### src/rtl/spim_pkg.sv
package spim_pkg;
  // register byte offsets
  localparam int OFS_MODE = 0;
  localparam int OFS_RXD  = 1;
  localparam int OFS_TXD  = 2;
  localparam int OFS_CTRL = 3;
  localparam int OFS_STAT = 4;
  localparam int OFS_DIV  = 6;

  // mode register bit positions
  localparam int MB_LOOP = 0;
  localparam int MB_CPOL = 1;
  localparam int MB_LSB  = 2;
  localparam int MB_EN   = 3;
  localparam int MB_LEAD = 4;
  localparam int MODE_W  = 5;

  // control and status bit positions
  localparam int CB_GO   = 0;
  localparam int SB_RDY  = 0;
  localparam int SB_BUSY = 1;
endpackage

### src/rtl/spim_baud.sv
module spim_baud #(
  parameter int DIV_W = 8
) (
  input  logic             clk,
  input  logic             rst_n,
  input  logic             run,
  input  logic [DIV_W-1:0] div,
  output logic             tick
);
  // one tick per SCK half period: 2*(div+1) clocks
  logic [DIV_W:0] cnt_q;
  logic [DIV_W:0] lim;

  assign lim  = {div, 1'b1};
  assign tick = run && (cnt_q == lim);

  always_ff @(posedge clk) begin
    if (!rst_n)          cnt_q <= '0;
    else if (!run)       cnt_q <= '0;
    else if (cnt_q == lim) cnt_q <= '0;
    else                 cnt_q <= cnt_q + 1'b1;
  end

  AST_CNT_IN_RANGE: assert property (@(posedge clk) disable iff (!rst_n)
    run |-> cnt_q <= lim);
endmodule

### src/rtl/spim_shift.sv
module spim_shift #(
  parameter int DATA_W = 8
) (
  input  logic              clk,
  input  logic              rst_n,
  input  logic              start,
  input  logic              tick,
  input  logic              cpol,
  input  logic              lead,
  input  logic              lsb,
  input  logic              loop,
  input  logic [DATA_W-1:0] tx,
  input  logic              miso,
  output logic              sck,
  output logic              mosi,
  output logic              active,
  output logic              done,
  output logic [DATA_W-1:0] rx
);
  localparam int EDGES = 2 * DATA_W;
  localparam int EW    = $clog2(EDGES);
  localparam logic [EW-1:0] LAST = EW'(EDGES - 1);

  logic [DATA_W-1:0] tx_rev, rx_rev, tx_ord;
  logic [DATA_W-1:0] txs_q, rxs_q;
  logic [EW-1:0]     ecnt_q;
  logic              act_q, sck_q, mosi_q, done_q;
  logic              leading, sample_now, drive_now, miso_in;

  for (genvar i = 0; i < DATA_W; i++) begin : g_rev
    assign tx_rev[i] = tx[DATA_W-1-i];
    assign rx_rev[i] = rxs_q[DATA_W-1-i];
  end

  assign tx_ord     = lsb ? tx_rev : tx;
  assign miso_in    = loop ? mosi_q : miso;
  assign leading    = ~ecnt_q[0];
  assign sample_now = tick && (leading == lead);
  assign drive_now  = tick && (leading != lead) && (ecnt_q != LAST);

  always_ff @(posedge clk) begin
    if (!rst_n) begin
      act_q  <= 1'b0;
      ecnt_q <= '0;
      txs_q  <= '0;
      rxs_q  <= '0;
      sck_q  <= 1'b0;
      mosi_q <= 1'b0;
      done_q <= 1'b0;
    end else begin
      done_q <= 1'b0;
      if (!act_q) begin
        sck_q <= cpol;
        if (start) begin
          act_q  <= 1'b1;
          ecnt_q <= '0;
          rxs_q  <= '0;
          if (lead) begin
            mosi_q <= tx_ord[DATA_W-1];
            txs_q  <= tx_ord << 1;
          end else begin
            txs_q  <= tx_ord;
          end
        end
      end else if (tick) begin
        sck_q  <= ~sck_q;
        ecnt_q <= ecnt_q + 1'b1;
        if (sample_now) rxs_q <= {rxs_q[DATA_W-2:0], miso_in};
        if (drive_now) begin
          mosi_q <= txs_q[DATA_W-1];
          txs_q  <= txs_q << 1;
        end
        if (ecnt_q == LAST) begin
          act_q  <= 1'b0;
          done_q <= 1'b1;
        end
      end
    end
  end

  assign sck    = sck_q;
  assign mosi   = mosi_q;
  assign active = act_q;
  assign done   = done_q;
  assign rx     = lsb ? rx_rev : rxs_q;

  AST_IDLE_LEVEL: assert property (@(posedge clk) disable iff (!rst_n)
    (!act_q && $past(!act_q) && $stable(cpol)) |-> sck_q == cpol);
  AST_END_AT_IDLE: assert property (@(posedge clk) disable iff (!rst_n)
    (done_q && $stable(cpol)) |-> sck_q == cpol);
  AST_DONE_ENDS_RUN: assert property (@(posedge clk) disable iff (!rst_n)
    done_q |-> $past(act_q) && !act_q);
endmodule

### src/rtl/spim_byte_master.sv
module spim_byte_master
  import spim_pkg::*;
#(
  parameter int DATA_W = 8,
  parameter int DIV_W  = 8,
  parameter int ADDR_W = 3
) (
  input  logic              clk,
  input  logic              rst_n,
  input  logic [ADDR_W-1:0] bus_addr,
  input  logic              bus_wr,
  input  logic              bus_rd,
  input  logic [DATA_W-1:0] bus_wdata,
  output logic [DATA_W-1:0] bus_rdata,
  output logic              sck,
  output logic              mosi,
  input  logic              miso,
  output logic              irq
);
  logic [MODE_W-1:0] mode_q;
  logic [DATA_W-1:0] txd_q, rxd_q, eng_rx;
  logic [DIV_W-1:0]  div_q;
  logic              rdy_q, busy_q, done_d;
  logic              go, tick, eng_act, eng_done, rx_rd;

  assign go = bus_wr && (bus_addr == ADDR_W'(OFS_CTRL)) && bus_wdata[CB_GO]
              && mode_q[MB_EN] && !busy_q;
  assign rx_rd = bus_rd && (bus_addr == ADDR_W'(OFS_RXD));

  always_ff @(posedge clk) begin
    if (!rst_n) begin
      mode_q <= '0;
      txd_q  <= '0;
      rxd_q  <= '0;
      div_q  <= '0;
      rdy_q  <= 1'b0;
      busy_q <= 1'b0;
      done_d <= 1'b0;
    end else begin
      done_d <= eng_done;
      if (bus_wr) begin
        if (bus_addr == ADDR_W'(OFS_MODE)) mode_q <= bus_wdata[MODE_W-1:0];
        if (bus_addr == ADDR_W'(OFS_TXD))  txd_q  <= bus_wdata;
        if (bus_addr == ADDR_W'(OFS_DIV))  div_q  <= bus_wdata[DIV_W-1:0];
      end
      if (go)          busy_q <= 1'b1;
      else if (done_d) busy_q <= 1'b0;
      if (eng_done) rxd_q <= eng_rx;
      if (go)            rdy_q <= 1'b0;
      else if (eng_done) rdy_q <= 1'b1;
      else if (rx_rd)    rdy_q <= 1'b0;
    end
  end

  always_comb begin
    bus_rdata = '0;
    case (bus_addr)
      ADDR_W'(OFS_MODE): bus_rdata = DATA_W'(mode_q);
      ADDR_W'(OFS_RXD):  bus_rdata = rxd_q;
      ADDR_W'(OFS_TXD):  bus_rdata = txd_q;
      ADDR_W'(OFS_STAT): bus_rdata = DATA_W'({busy_q, rdy_q});
      ADDR_W'(OFS_DIV):  bus_rdata = DATA_W'(div_q);
      default:           bus_rdata = '0;
    endcase
  end

  spim_baud #(.DIV_W(DIV_W)) i_baud (
    .clk  (clk),
    .rst_n(rst_n),
    .run  (eng_act),
    .div  (div_q),
    .tick (tick)
  );

  spim_shift #(.DATA_W(DATA_W)) i_shift (
    .clk   (clk),
    .rst_n (rst_n),
    .start (go),
    .tick  (tick),
    .cpol  (mode_q[MB_CPOL]),
    .lead  (mode_q[MB_LEAD]),
    .lsb   (mode_q[MB_LSB]),
    .loop  (mode_q[MB_LOOP]),
    .tx    (txd_q),
    .miso  (miso),
    .sck   (sck),
    .mosi  (mosi),
    .active(eng_act),
    .done  (eng_done),
    .rx    (eng_rx)
  );

  assign irq = rdy_q;

  AST_START_NEEDS_EN: assert property (@(posedge clk) disable iff (!rst_n)
    $rose(busy_q) |-> $past(mode_q[MB_EN]));
  AST_ENGINE_WHEN_BUSY: assert property (@(posedge clk) disable iff (!rst_n)
    eng_act |-> busy_q);
  AST_RDY_WHILE_BUSY: assert property (@(posedge clk) disable iff (!rst_n)
    $rose(rdy_q) |-> busy_q);
  AST_BUSY_TAIL: assert property (@(posedge clk) disable iff (!rst_n)
    $rose(rdy_q) |=> !busy_q);
  AST_RX_READ_CLEARS: assert property (@(posedge clk) disable iff (!rst_n)
    (rx_rd && !eng_done) |=> !irq);
endmodule

### config.mk
export PLATFORM = sky130hd
export DESIGN_NAME = spim_byte_master
export DESIGN_NICKNAME = d
export VERILOG_FILES = /design/src/rtl/spim_pkg.sv /design/src/rtl/spim_baud.sv /design/src/rtl/spim_shift.sv /design/src/rtl/spim_byte_master.sv
export SDC_FILE = /design/constraint.sdc
export NUM_CORES = 1
export LEC_CHECK = 0
export ABC_AREA = 1
export BUFFER_PORTS_ARGS = -buffer_cell sky130_fd_sc_hd__buf_2
export CAP_MARGIN = 0
export CELL_PAD_IN_SITES_DETAIL_PLACEMENT = 1
export CELL_PAD_IN_SITES_GLOBAL_PLACEMENT = 1
export CORE_MARGIN = 5
export CORE_UTILIZATION = 43
export CTS_CLUSTER_DIAMETER = 80
export DETAILED_ROUTE_END_ITERATION = 10
export GPL_TIMING_DRIVEN = 1
export PLACE_DENSITY = 0.86
export SETUP_SLACK_MARGIN = 0.1
export SLEW_MARGIN = 40
export SYNTH_ARGS = -nofsm -noshare
export SYNTH_HDL_FRONTEND = slang
export SYNTH_SLANG_ARGS = --single-unit
### constraint.sdc
create_clock -name clk -period 1.66 [get_ports clk]
set_input_delay 0.083 -clock clk [delete_from_list [all_inputs] [get_ports clk]]
set_output_delay 0.083 -clock clk [all_outputs]
set_load 0.01 [all_outputs]
* Word-level counts from Yosys, hierarchy flattened
Index checks and enable logic that the tools add are counted.
Widths: inputs -> output; s select.
** Cells by class
- $add $sub $neg :: 2
- Eq/ne operators :: 13
- Multiplexer cells :: 32
- Bitwise logic cells :: 4
- Reduce and logical (&&, ||, !) cells :: 25
** Operators by type and width (number)
- $mux 8 :: 11
- $pmux 8 s5 :: 1
- $mux 1 :: 17
- $mux 4 :: 3
- $add 9x1->9 const B :: 1
- $eq 9x9->1 :: 1
- $logic_and 1x1->1 :: 9
- $reduce_and 3->1 :: 3
- $reduce_and 2->1 :: 4
- $reduce_bool 2->1 :: 4
- $eq 3x2->1 const B :: 2
- $eq 3x3->1 const B :: 2
- $add 4x1->4 const B :: 1
- $eq 4x4->1 const B :: 1
- $ne 2x2->1 const B :: 2
- $ne 4x4->1 const B :: 1
- $not 1->1 :: 4
- $reduce_and 4->1 :: 1
- $eq 3x1->1 const B :: 1
- $logic_not 3->1 :: 1
- $reduce_or 3->1 :: 1
- $ne 2x1->1 const B :: 1
- $reduce_or 2->1 :: 1
- $eq 1x1->1 :: 1
- 2 further kinds :: 2
** Storage, ports and cells
- Register bits after elaboration :: 65
- Bits of input ports :: 16
- Output and inout bits :: 11
- Word-level logic and storage cells :: 91

* Longest topological paths before layout
Gate-level depths: netlist (run 1).
- Depth after elaboration :: 7
- Depth in mapped cells :: 12
- Depth with buffers taken out :: 11

* By module
Synthesis (run 1) repeated with hierarchy kept, for this count alone.
** Unflattened totals
- Cell total of the unflattened synthesis :: 528
- Area, all modules :: 3423.3 µm²
** Modules (own cells, without submodules)
- spim_byte_master :: times used 1, cells an instance 222, area each 1508.9 µm², sequential area each 640.6 µm²
- spim_shift :: times used 1, cells an instance 214, area each 1332.5 µm², sequential area each 480.5 µm²
- spim_baud :: times used 1, cells an instance 92, area each 581.8 µm², sequential area each 180.2 µm²

* Least setup slack after synthesis (run 1)
OpenSTA, ideal clock, no wires.
- Path type :: reg2reg
- Start :: reg i_baud.cnt_q[0]
- End :: reg i_shift.rxs_q[3]
- Setup time :: 0.115 ns
- Data arrival time :: 1.301 ns
- Data required time :: 1.545 ns
- Path slack :: 0.244 ns
- Cell stages (with the launch flop) :: 11
- Buffers on the path :: 1
- Period minus slack after synthesis :: 1.416 ns
- Cell sequence :: dfxtp_1 -> inv_1 -> a21oi_1 -> nand3_2 -> nor2_4 -> nand3_4 -> nand2_4 -> buf_8 -> nand3_1 -> nand2_1 -> nor2_1
** Between the ends
- Word-level cells in the longest chain between the ends :: 5
- Elaborated cells between the ends (all ways) :: 6
- Classes of those cells :: eq/ne (3); reduce/logical (3)
** RTL lines
- start: declaration :: RTL line spim_baud.sv:11 : logic [DIV_W:0] cnt_q;
- start signal: assignment :: RTL line spim_baud.sv:21 : else cnt_q <= cnt_q + 1'b1;
- $eq 9x9->1 (*) :: RTL line spim_baud.sv:15 : assign tick = run && (cnt_q == lim);
- $logic_and 1x1->1 (*) :: RTL line spim_baud.sv:15
- $logic_and 1x1->1 :: RTL line spim_shift.sv:38 : assign sample_now = tick && (leading == lead);
- $ne 2x2->1 (no source line)
- $reduce_and 3->1 (no source line) (*)
- end signal: assignment :: RTL line spim_shift.sv:68 : if (sample_now) rxs_q <= {rxs_q[DATA_W-2:0], miso_in};
- end: declaration :: RTL line spim_shift.sv:25 : logic [DATA_W-1:0] txs_q, rxs_q;
Mark *: on every way between the ends. The rest lies on a longest branch, timed or not.
A chain may end at the register's enable or synchronous reset.

* Worst setup path in the final report (run 1)
- Start :: reg div_q[1]
- End :: reg i_shift.rxs_q[7]
** Between the ends
- Word-level cells in the longest chain between the ends :: 5
- Elaborated cells between the ends (all ways) :: 6
- Classes of those cells :: eq/ne (3); reduce/logical (3)
** RTL lines
- start: declaration :: RTL line spim_byte_master.sv:22 : logic [DIV_W-1:0] div_q;
- start signal: assignment :: RTL line spim_byte_master.sv:44 : if (bus_addr == ADDR_W'(OFS_DIV)) div_q <= bus_wdata[DIV_W-1:0];
- $eq 9x9->1 (*) :: RTL line spim_baud.sv:15
- $logic_and 1x1->1 (*) :: RTL line spim_baud.sv:15
- $logic_and 1x1->1 :: RTL line spim_shift.sv:38
- $ne 2x2->1 (no source line)
- $reduce_and 3->1 (no source line) (*)
Marks and branches as above.

==> results.toml, run 1 <==
[status]
status = "complete, no violations"

[timing]
tns_ps = 0
grt_setup_unrepaired = "yes"
setup_viol = 0
clock_skew_ps = 6.32
tightestPinTransition_ps = 527
finalMaxSlewViolations = 0
relSlewSlack = 0.648
max_clock_freq_mhz = 616
layout_min_cycle_time_ps = 1620
hold_viol = 0
fin_crit_sh = 0.978

[final_layout]
nFillCells = 962
n_antenna_cell = 0
fin_nets = 514
layoutNonFillerInstCount = 600
area_growth_pct = 18.8
drive_gt1_frac = 0.212

[placement]
dp_hpwl_microns = 7140
portBuffers = 26
place_inst = 577
gp_congestion = 0.829

[detailed_routing]
drc_errors = 0
final_antenna_net_count = 0
first_pass_iters = 4
wl_microns = 9990
viasPerCell = 5.38
wl_per_cell_microns = 16.7
dr.first_iter.drc_count = 132
vias = 3227

[floorplanning]
die_x_microns = 96.0
die_y_microns = 96.0
start_util = 0.441
rows = 31
io_pins = 27
dieArea_sq_um = 9220
fp.coreArea_sq_um = 7210

[setup_path]
worstPathArrival_ps = 1880
r2r_slack_ps = 40
worstPathRequired_ps = 1920
worstReg2RegEnd = "i_shift.rxs_q[7]"
path_class = "flop to flop"
ff2ff_path_depth = 11
crit_fanout = 8
r2r-start = "div_q[1]"
worstSetupEndpointType = "flop"
startpoint = "div_q[1]"
start_kind = "flop"

[min_path]
hp-start = "bus_wdata[5]"
min_path_cells = 3
hold-path-endpoint = "txd_q[5]"
holdCritPathClass = "input pin to flop"

[logic_synthesis]
synthesis.nets = 473
syn_avg_cell_area_sq_um = 6.99
synth.cell_area_sq_um = 3180
synth_warnings = 0
synth_cell_type_count = 38
synth_cells = 455
synth-seq-cells = 65
ys_seq_area_frac = 0.409

[global_route]
grt_start_max_net_pins = 30
antenna_found_initial = 0
grt_overflow = 0
grt_pass1_vias = 3238
grt_pass1_wl_microns = 16100
grt_usage = 0.232

[clocking]
clock_path_buffers = 2
cts_buffers = 9
clk-insertion-delay-late_ps = 360
clkSlewWorstSetupHoldPaths_ps = 70
cts_tree = "done"
numClockSinks = 65
htreeDepth = 3
root_buffer = "clkbuf_8"

[power]
totalPowerFinal_mw = 3.17
ir_drop_mv = 0.403
p_leak_nw = 1.51
cellPowerDensity_nw_per_um2 = 840

[job]
max-cap-violations = 0
-- power by group --
| group | leakage (nW) | internal, mW | switching, mW |
|---|---|---|---|
| Combinational | 0.877 | 0.0720 | 0.142 |
| Sequential | 0.529 | 1.57 | 0.0144 |
| Clock | 0.102 | 0.723 | 0.647 |
-- cells by family after synthesis --
family	after synthesis	synth area share
buffers and inverters	64	0.0881
DFF	65	0.409
xor gates and xnor gates	6	0.0165
AOI/OAI and AO/OA	112	0.204
adders and majority gates	2	0.00787
and+or+nand+nor	206	0.274
-- metrics by stage --
stage	utilization	hold WS, ps	setup slack, ps	cell area [sq um]
floorplan	-	218	244	3180
global placement	0.479	333	105	3460
detailed placement	0.479	345	-9.55	3460
CTS	0.513	7.43	82.0	3700
global route	0.524	26.8	-20.8	3780
finish	0.524	22.0	36.8	3780
-- cell type report --
type | instances | area [sq um] | share of cell area
timing repair buffer | 46 | 298 | 0.0788
sequential | 65 | 1320 | 0.348
inverter | 45 | 171 | 0.0453
clock inverter | 6 | 57.6 | 0.0152
multi-input combinational | 329 | 1680 | 0.443
tap | 99 | 124 | 0.0328
clock buffer | 10 | 138 | 0.0364
-- placed cells by master (no fill, tap or decap), types with 10 or more instances in the layout --
cell type  count
nand2_1      103
nor2_1        65
dfxtp_1       57
o21ai_0       36
a21oi_1       35
inv_1         31
buf_2         26
nand3_1       19
buf_4         17
inv_2         12
clkbuf_8      10
-- synthesized netlist by cell type (all sizes together) --
| library cell | instances | share of area |
|---|---|---|
| nand2 | 109 | 0.13 |
| clkbuf | 9 | 0.011 |
| buf | 10 | 0.024 |
| o21ai | 45 | 0.072 |
| xor2 | 5 | 0.014 |
| o2111ai | 3 | 0.0083 |
| a21oi | 41 | 0.070 |
| xnor2 | 1 | 0.0028 |
| ha | 2 | 0.0079 |
| dfxtp | 65 | 0.41 |
| nor2 | 66 | 0.080 |
| nand3 | 25 | 0.046 |
| o31ai | 1 | 0.0024 |
| nand4 | 2 | 0.0039 |
| o211ai | 3 | 0.0071 |
| nor3b | 1 | 0.0024 |
| inv | 43 | 0.051 |
| clkinv | 2 | 0.0024 |
| a31oi | 8 | 0.016 |
| o221ai | 2 | 0.0055 |
| nor3 | 3 | 0.0063 |
| a22oi | 2 | 0.0047 |
| a221oi | 4 | 0.011 |
| a211oi | 3 | 0.0071 |
-- metal layers --
layer | vias up | wire (microns) | GRT usage
li1 | 1581 | - | -
met1 | 1559 | 4400 | 0.284
met2 | 58 | 4900 | 0.386
met3 | 29 | 338 | 0.0508
met4 | 0 | 346 | 0.107
met5 | - | 0 | 0
-- worst max-delay path: stages, from the launching register on --
cell,delay [ps]
dfxtp_2,330
inv_1,60
nand2_1,70
nand2_1,50
nor2_1,120
nand2_1,100
nor2_4,180
nand3_4,230
nand2_4,180
nand3_1,90
nand2_1,70
nor2_1,40
-- state kept, by name (all words and copies together) (netlist names) --
signal and flops:
rxd_q 8, i_shift.mosi 1, busy_q 1, i_shift.sck 1, i_shift.active 1, div_q 8
done_d 1, i_baud.cnt_q 9, i_shift.txs_q 8, txd_q 8, i_shift.rxs_q 8, i_shift.ecnt_q 4
i_shift.done 1, mode_q 5, irq 1
-- worst max-delay path by stage --
stage          depth (start not counted)               end
2_1_floorplan                         10  i_shift.rxs_q[3]
3_3_place_gp                          11  i_shift.rxs_q[1]
3_5_place_dp                          11  i_shift.rxs_q[5]
4_1_cts                               10  i_shift.txs_q[0]
5_1_grt                               11  i_shift.rxs_q[1]
6_report                              11  i_shift.rxs_q[7]
-- what timing repair did --
action / CTS / global route
hold buffers: 2 / 0
setup endpoints to repair: 25 / 28
gates resized for setup: 6 / 21
cloned: 2 / 1
setup buffers: 0 / 2
pin swaps: 2 / 6
hold endpoints to repair: 2 / 0
Power figures use the tool's default switching activity.
==> run 2, diff against run 1 <==
RECOVER_POWER = 100   (was unset)
==> run 2 against run 1 <==
- non-clock buffer count stayed put
- final area is 0.70% lower
- clock-buffer cell count stayed put
- largest cell class unchanged
- highest routed layer unchanged
==> results.toml, run 2 (synthesized netlist as in run 1, its figures left out) <==
[final_layout]
regMostFlops = "i_baud.cnt_q"
largest_reg_flops = 9
fin_area_sq_um = 3750
final_cell_mix = "nand2_1 (103), nor2_1 (65), dfxtp_1 (57), o21ai_0 (38), a21oi_1 (35)"
area_growth_pct = 18.0
nFillCells = 972
drive_gt1_frac = 0.182
n_antenna_cell = 0
fin_nets = 514
layoutNonFillerInstCount = 600
final_common_cell = "nand2_1"

[clocking]
cts_buffers = 9
root_buffer = "clkbuf_8"
clk-insertion-delay-late_ps = 350
htreeDepth = 3
cts_tree = "done"
numClockSinks = 65
clkSlewWorstSetupHoldPaths_ps = 70
clock_path_buffers = 2

[detailed_routing]
drc_errors = 0
wl_microns = 10000
vias = 3220
first_pass_iters = 4
final_antenna_net_count = 0
wl_per_cell_microns = 16.7
dr.first_iter.drc_count = 125
viasPerCell = 5.37

[floorplanning]
fp.coreArea_sq_um = 7210
start_util = 0.441
die_y_microns = 96.0
rows = 31
die_x_microns = 96.0
dieArea_sq_um = 9220
io_pins = 27

[setup_path]
crit_top_cell = "nand2_1"
worstPathCellList = "inv_1 > nand2_1 > nand2_1 > nor2_1 > nand2_1 > nor2_4 > nand3_4 > nand2_4 > nand3_1 > nand2_1 > nor2_1"
slowest_delay_ps = 330
path_buf_inv = 1
critical-path-top-delay-family = "simple AND/OR/NAND/NOR gates"
r2r-start = "div_q[1]"
worstReg2RegEnd = "i_shift.rxs_q[7]"
ff2ff_path_depth = 11
crit_fanout = 8
worstPathArrival_ps = 1870
start_kind = "flop"
cp_slowest_cell = "dfxtp_2"
worstPathRequired_ps = 1910
path_class = "flop to flop"
worstSetupEndpointType = "flop"
r2r_slack_ps = 50
startpoint = "div_q[1]"

[min_path]
hp-start = "bus_wdata[5]"
holdCritPathClass = "input pin to flop"
hold-path-endpoint = "txd_q[5]"
min_path_cells = 3

[timing]
clock_skew_ps = 9.36
layout_min_cycle_time_ps = 1610
fin_crit_sh = 0.972
setup_viol = 0
grt_setup_unrepaired = "yes"
hold_viol = 0
finalMaxSlewViolations = 0
tightestPinTransition_ps = 523
max_clock_freq_mhz = 619
relSlewSlack = 0.651
setup_ws_ps = 45.7
tns_ps = 0

[power]
p_leak_nw = 1.46
cellPowerDensity_nw_per_um2 = 844
totalPowerFinal_mw = 3.17
ir_drop_mv = 0.399

[status]
status = "complete, no violations"

[placement]
placed_cell_area_sq_um = 3460
place_inst = 577
portBuffers = 26
gp_congestion = 0.829
post-place-ws_ps = -9.55
dp_hpwl_microns = 7140

[global_route]
grt_pass1_vias = 3238
grt_usage = 0.232
grt_pass1_wl_microns = 16100
antenna_found_initial = 0
grt_overflow = 0
grt_start_max_net_pins = 30

[job]
max-cap-violations = 0
-- run 2: worst max-delay path by stage --
stage	endpoint	slack (ps)	cells after the start
finish	i_shift.rxs_q[7]	50	11
global route	i_shift.rxs_q[1]	-20	11
CTS	i_shift.txs_q[0]	80	10
detailed placement	i_shift.rxs_q[5]	-10	11
global placement	i_shift.rxs_q[1]	100	11
floorplan	i_shift.rxs_q[3]	240	10
-- run 2: cell type report --
cell class	count	area, sq um	area share
multi-input combinational	329	1670	0.445
timing repair buffer	46	277	0.0737
sequential	65	1320	0.351
inverter	45	171	0.0457
clock buffer	10	138	0.0367
tap	99	124	0.0330
clock inverter	6	57.6	0.0153
-- run 2: what timing repair did --
action / in CTS / in global routing
buffers inserted: 0 / 2
resized for setup: 6 / 21
hold endpoints to repair: 2 / 0
pin swaps: 2 / 6
hold buffers: 2 / 0
gates cloned: 2 / 1
endpoints found under the setup margin: 25 / 28
-- run 2: per-layer routing --
metal / routed length (microns) / vias up / track usage
met3: 352 / 28 / 0.0508
li1: - / 1580 / -
met4: 337 / 0 / 0.107
met2: 4850 / 68 / 0.386
met1: 4470 / 1544 / 0.284
met5: 0 / - / 0
-- run 2: metrics by stage --
step | util | hold WS, ps
2_1_floorplan | - | 218
3_3_place_gp | 0.479 | 333
3_5_place_dp | 0.479 | 345
4_1_cts | 0.513 | 7.43
5_1_grt | 0.520 | 26.8
6_report | 0.520 | 29.6
-- run 2: worst min-delay path, delay by kind of cell --
kind	cells	cell delay [ps]
AO/OA/AOI/OAI	2	170
buffers and inverters	1	90
-- run 2: where the power goes --
group / leakage (nW) / internal, mW / total, mW / switching (mW)
Sequential: 0.529 / 1.57 / 1.59 / 0.0144
Clock: 0.102 / 0.723 / 1.37 / 0.645
Combinational: 0.830 / 0.0687 / 0.210 / 0.142
Total: 1.46 / 2.37 / 3.17 / 0.801
==> run 3, diff against run 2 <==
REMOVE_ABC_BUFFERS = 1   (was unset)
==> run 3 against run 2 <==
- sequential cell count unchanged
- register-to-register slack got worse by 40 ps
- clock skew shrank 3.6 ps
- via count about the same
- die area is the same
- clock-buffer cell count is 1 higher
- clock power shrank 15%
- sequential power barely moved
- non-clock buffer count up 1
- largest cell class unchanged
- highest routed layer unchanged
==> results.toml, run 3 (synthesized netlist as in run 1, its figures left out) <==
[status]
status = "complete, no violations"

[setup_path]
cp_slowest_cell = "dfxtp_4"
worstSetupEndpointType = "flop"
startpoint = "i_baud.cnt_q[1]"
path_class = "flop to flop"
slowest_delay_ps = 380
crit_fanout = 5
worstPathArrival_ps = 1930
critical-path-top-delay-family = "simple AND/OR/NAND/NOR gates"
path_buf_inv = 3
r2r-start = "i_baud.cnt_q[1]"
start_kind = "flop"
worstPathCellList = "inv_1 > nand2_1 > nand2_1 > clkinv_1 > nand3_2 > nor2_4 > buf_4 > nand3_2 > nand2_4 > a21oi_1 > nor2_1"
worstPathRequired_ps = 1930

[detailed_routing]
first_pass_iters = 4
dr.first_iter.drc_count = 121
drc_errors = 0
vias = 3217
wl_microns = 10100
viasPerCell = 5.37
final_antenna_net_count = 0
wl_per_cell_microns = 16.8

[floorplanning]
start_util = 0.441
fp.coreArea_sq_um = 7210
rows = 31
die_x_microns = 96.0
io_pins = 27
dieArea_sq_um = 9220
die_y_microns = 96.0

[global_route]
grt_overflow = 0
antenna_found_initial = 0
grt_start_max_net_pins = 20
grt_pass1_vias = 3341
grt_pass1_wl_microns = 16000
grt_usage = 0.227

[clocking]
clock_path_buffers = 2
root_buffer = "clkbuf_8"
cts_buffers = 9
clkSlewWorstSetupHoldPaths_ps = 70
clk-insertion-delay-late_ps = 340
cts_tree = "done"
htreeDepth = 3
numClockSinks = 65

[timing]
relSlewSlack = 0.631
fin_crit_sh = 0.998
grt_setup_unrepaired = "yes"
hold_viol = 0
setup_ws_ps = 2.84
clock_skew_ps = 5.81
max_clock_freq_mhz = 603
tightestPinTransition_ps = 553
layout_min_cycle_time_ps = 1660
finalMaxSlewViolations = 0
setup_viol = 0

[final_layout]
drive_gt1_frac = 0.216
fin_area_sq_um = 3760
regMostFlops = "i_baud.cnt_q"
layoutNonFillerInstCount = 599
fin_nets = 517
area_growth_pct = 18.3
final_cell_mix = "nand2_1 (102), nor2_1 (62), dfxtp_1 (57), o21ai_0 (37), a21oi_1 (34)"
regArea_sq_um = 1320
nFillCells = 974
n_antenna_cell = 0
multi_input_comb_area_sq_um = 1710
final_common_cell = "nand2_1"
largest_reg_flops = 9

[power]
cellPowerDensity_nw_per_um2 = 788
p_leak_nw = 1.48
ir_drop_mv = 0.451

[placement]
dp_hpwl_microns = 7130
post-place-ws_ps = -22.0
placed_cell_area_sq_um = 3460
portBuffers = 26
gp_congestion = 0.903
place_inst = 579

[min_path]
holdCritPathClass = "input pin to flop"
hp-start = "bus_wdata[7]"

[job]
max-cap-violations = 0
[run 3: changes by cell type in the layout (fill, tap and decap cells not counted), sizes merged]
cell / before / now
bufinv: 1 / 0
inv: 43 / 44
nand2: 112 / 113
dlygate4sd3: 2 / 1
nand3: 25 / 26
clkinvlp: 1 / 0
buf: 33 / 42
clkinv: 6 / 2
clkbuf: 21 / 15
[run 3: through the flow]
step	hold slack (ps)	util	TNS (ps)	total power [mW]
after floorplan	181	-	-1130	1.73
after global placement	329	0.479	0	1.82
after detailed placement	358	0.479	-25.6	1.83
after CTS	23.4	0.507	0	2.97
after global routing	44.4	0.522	-452	3.07
final	29.6	0.522	0	2.96
[run 3: area by class of cell]
type | count | area share
multi-input combinational | 331 | 0.456
inverter | 45 | 0.0449
timing repair buffer | 47 | 0.0752
tap | 99 | 0.0329
clock buffer | 11 | 0.0402
sequential | 65 | 0.350
clock inverter | 1 | 0.00133
[run 3: routing by layer]
layer,GRT usage,up-vias,part of all wire
li1,-,1584,-
met1,0.265,1544,0.43
met2,0.408,67,0.52
met3,0.0383,22,0.032
met4,0.0960,0,0.022
met5,0,-,0
[run 3: repair_timing]
action,4_1_cts,5_1_grt
pin swaps,4,6
cloned,2,3
setup buffers,0,2
hold buffers,1,0
gates resized for setup,7,28
hold endpoints to repair,1,0
setup endpoints to repair,31,35
[run 3: worst min-delay path, stage by stage]
cell,delay [ps]
buf_2,90
o21ai_1,60
a21oi_1,100
[run 3: power breakdown]
part / internal, mW / leakage [nW] / total (mW) / switching (mW)
sequential: 1.58 / 0.529 / 1.59 / 0.0134
combinational: 0.0688 / 0.870 / 0.212 / 0.143
clock: 0.588 / 0.0830 / 1.16 / 0.576
total: 2.23 / 1.48 / 2.96 / 0.732
[run 3: worst paths after layout]
kind / endpoint / depth (start not counted) / slack [ps]
max: i_shift.rxs_q[0] / 11 / 3
min: div_q[7] / 3 / 30
max reg2reg: i_shift.rxs_q[0] / 11 / 3
min reg2reg: i_shift.sck / 2 / 480
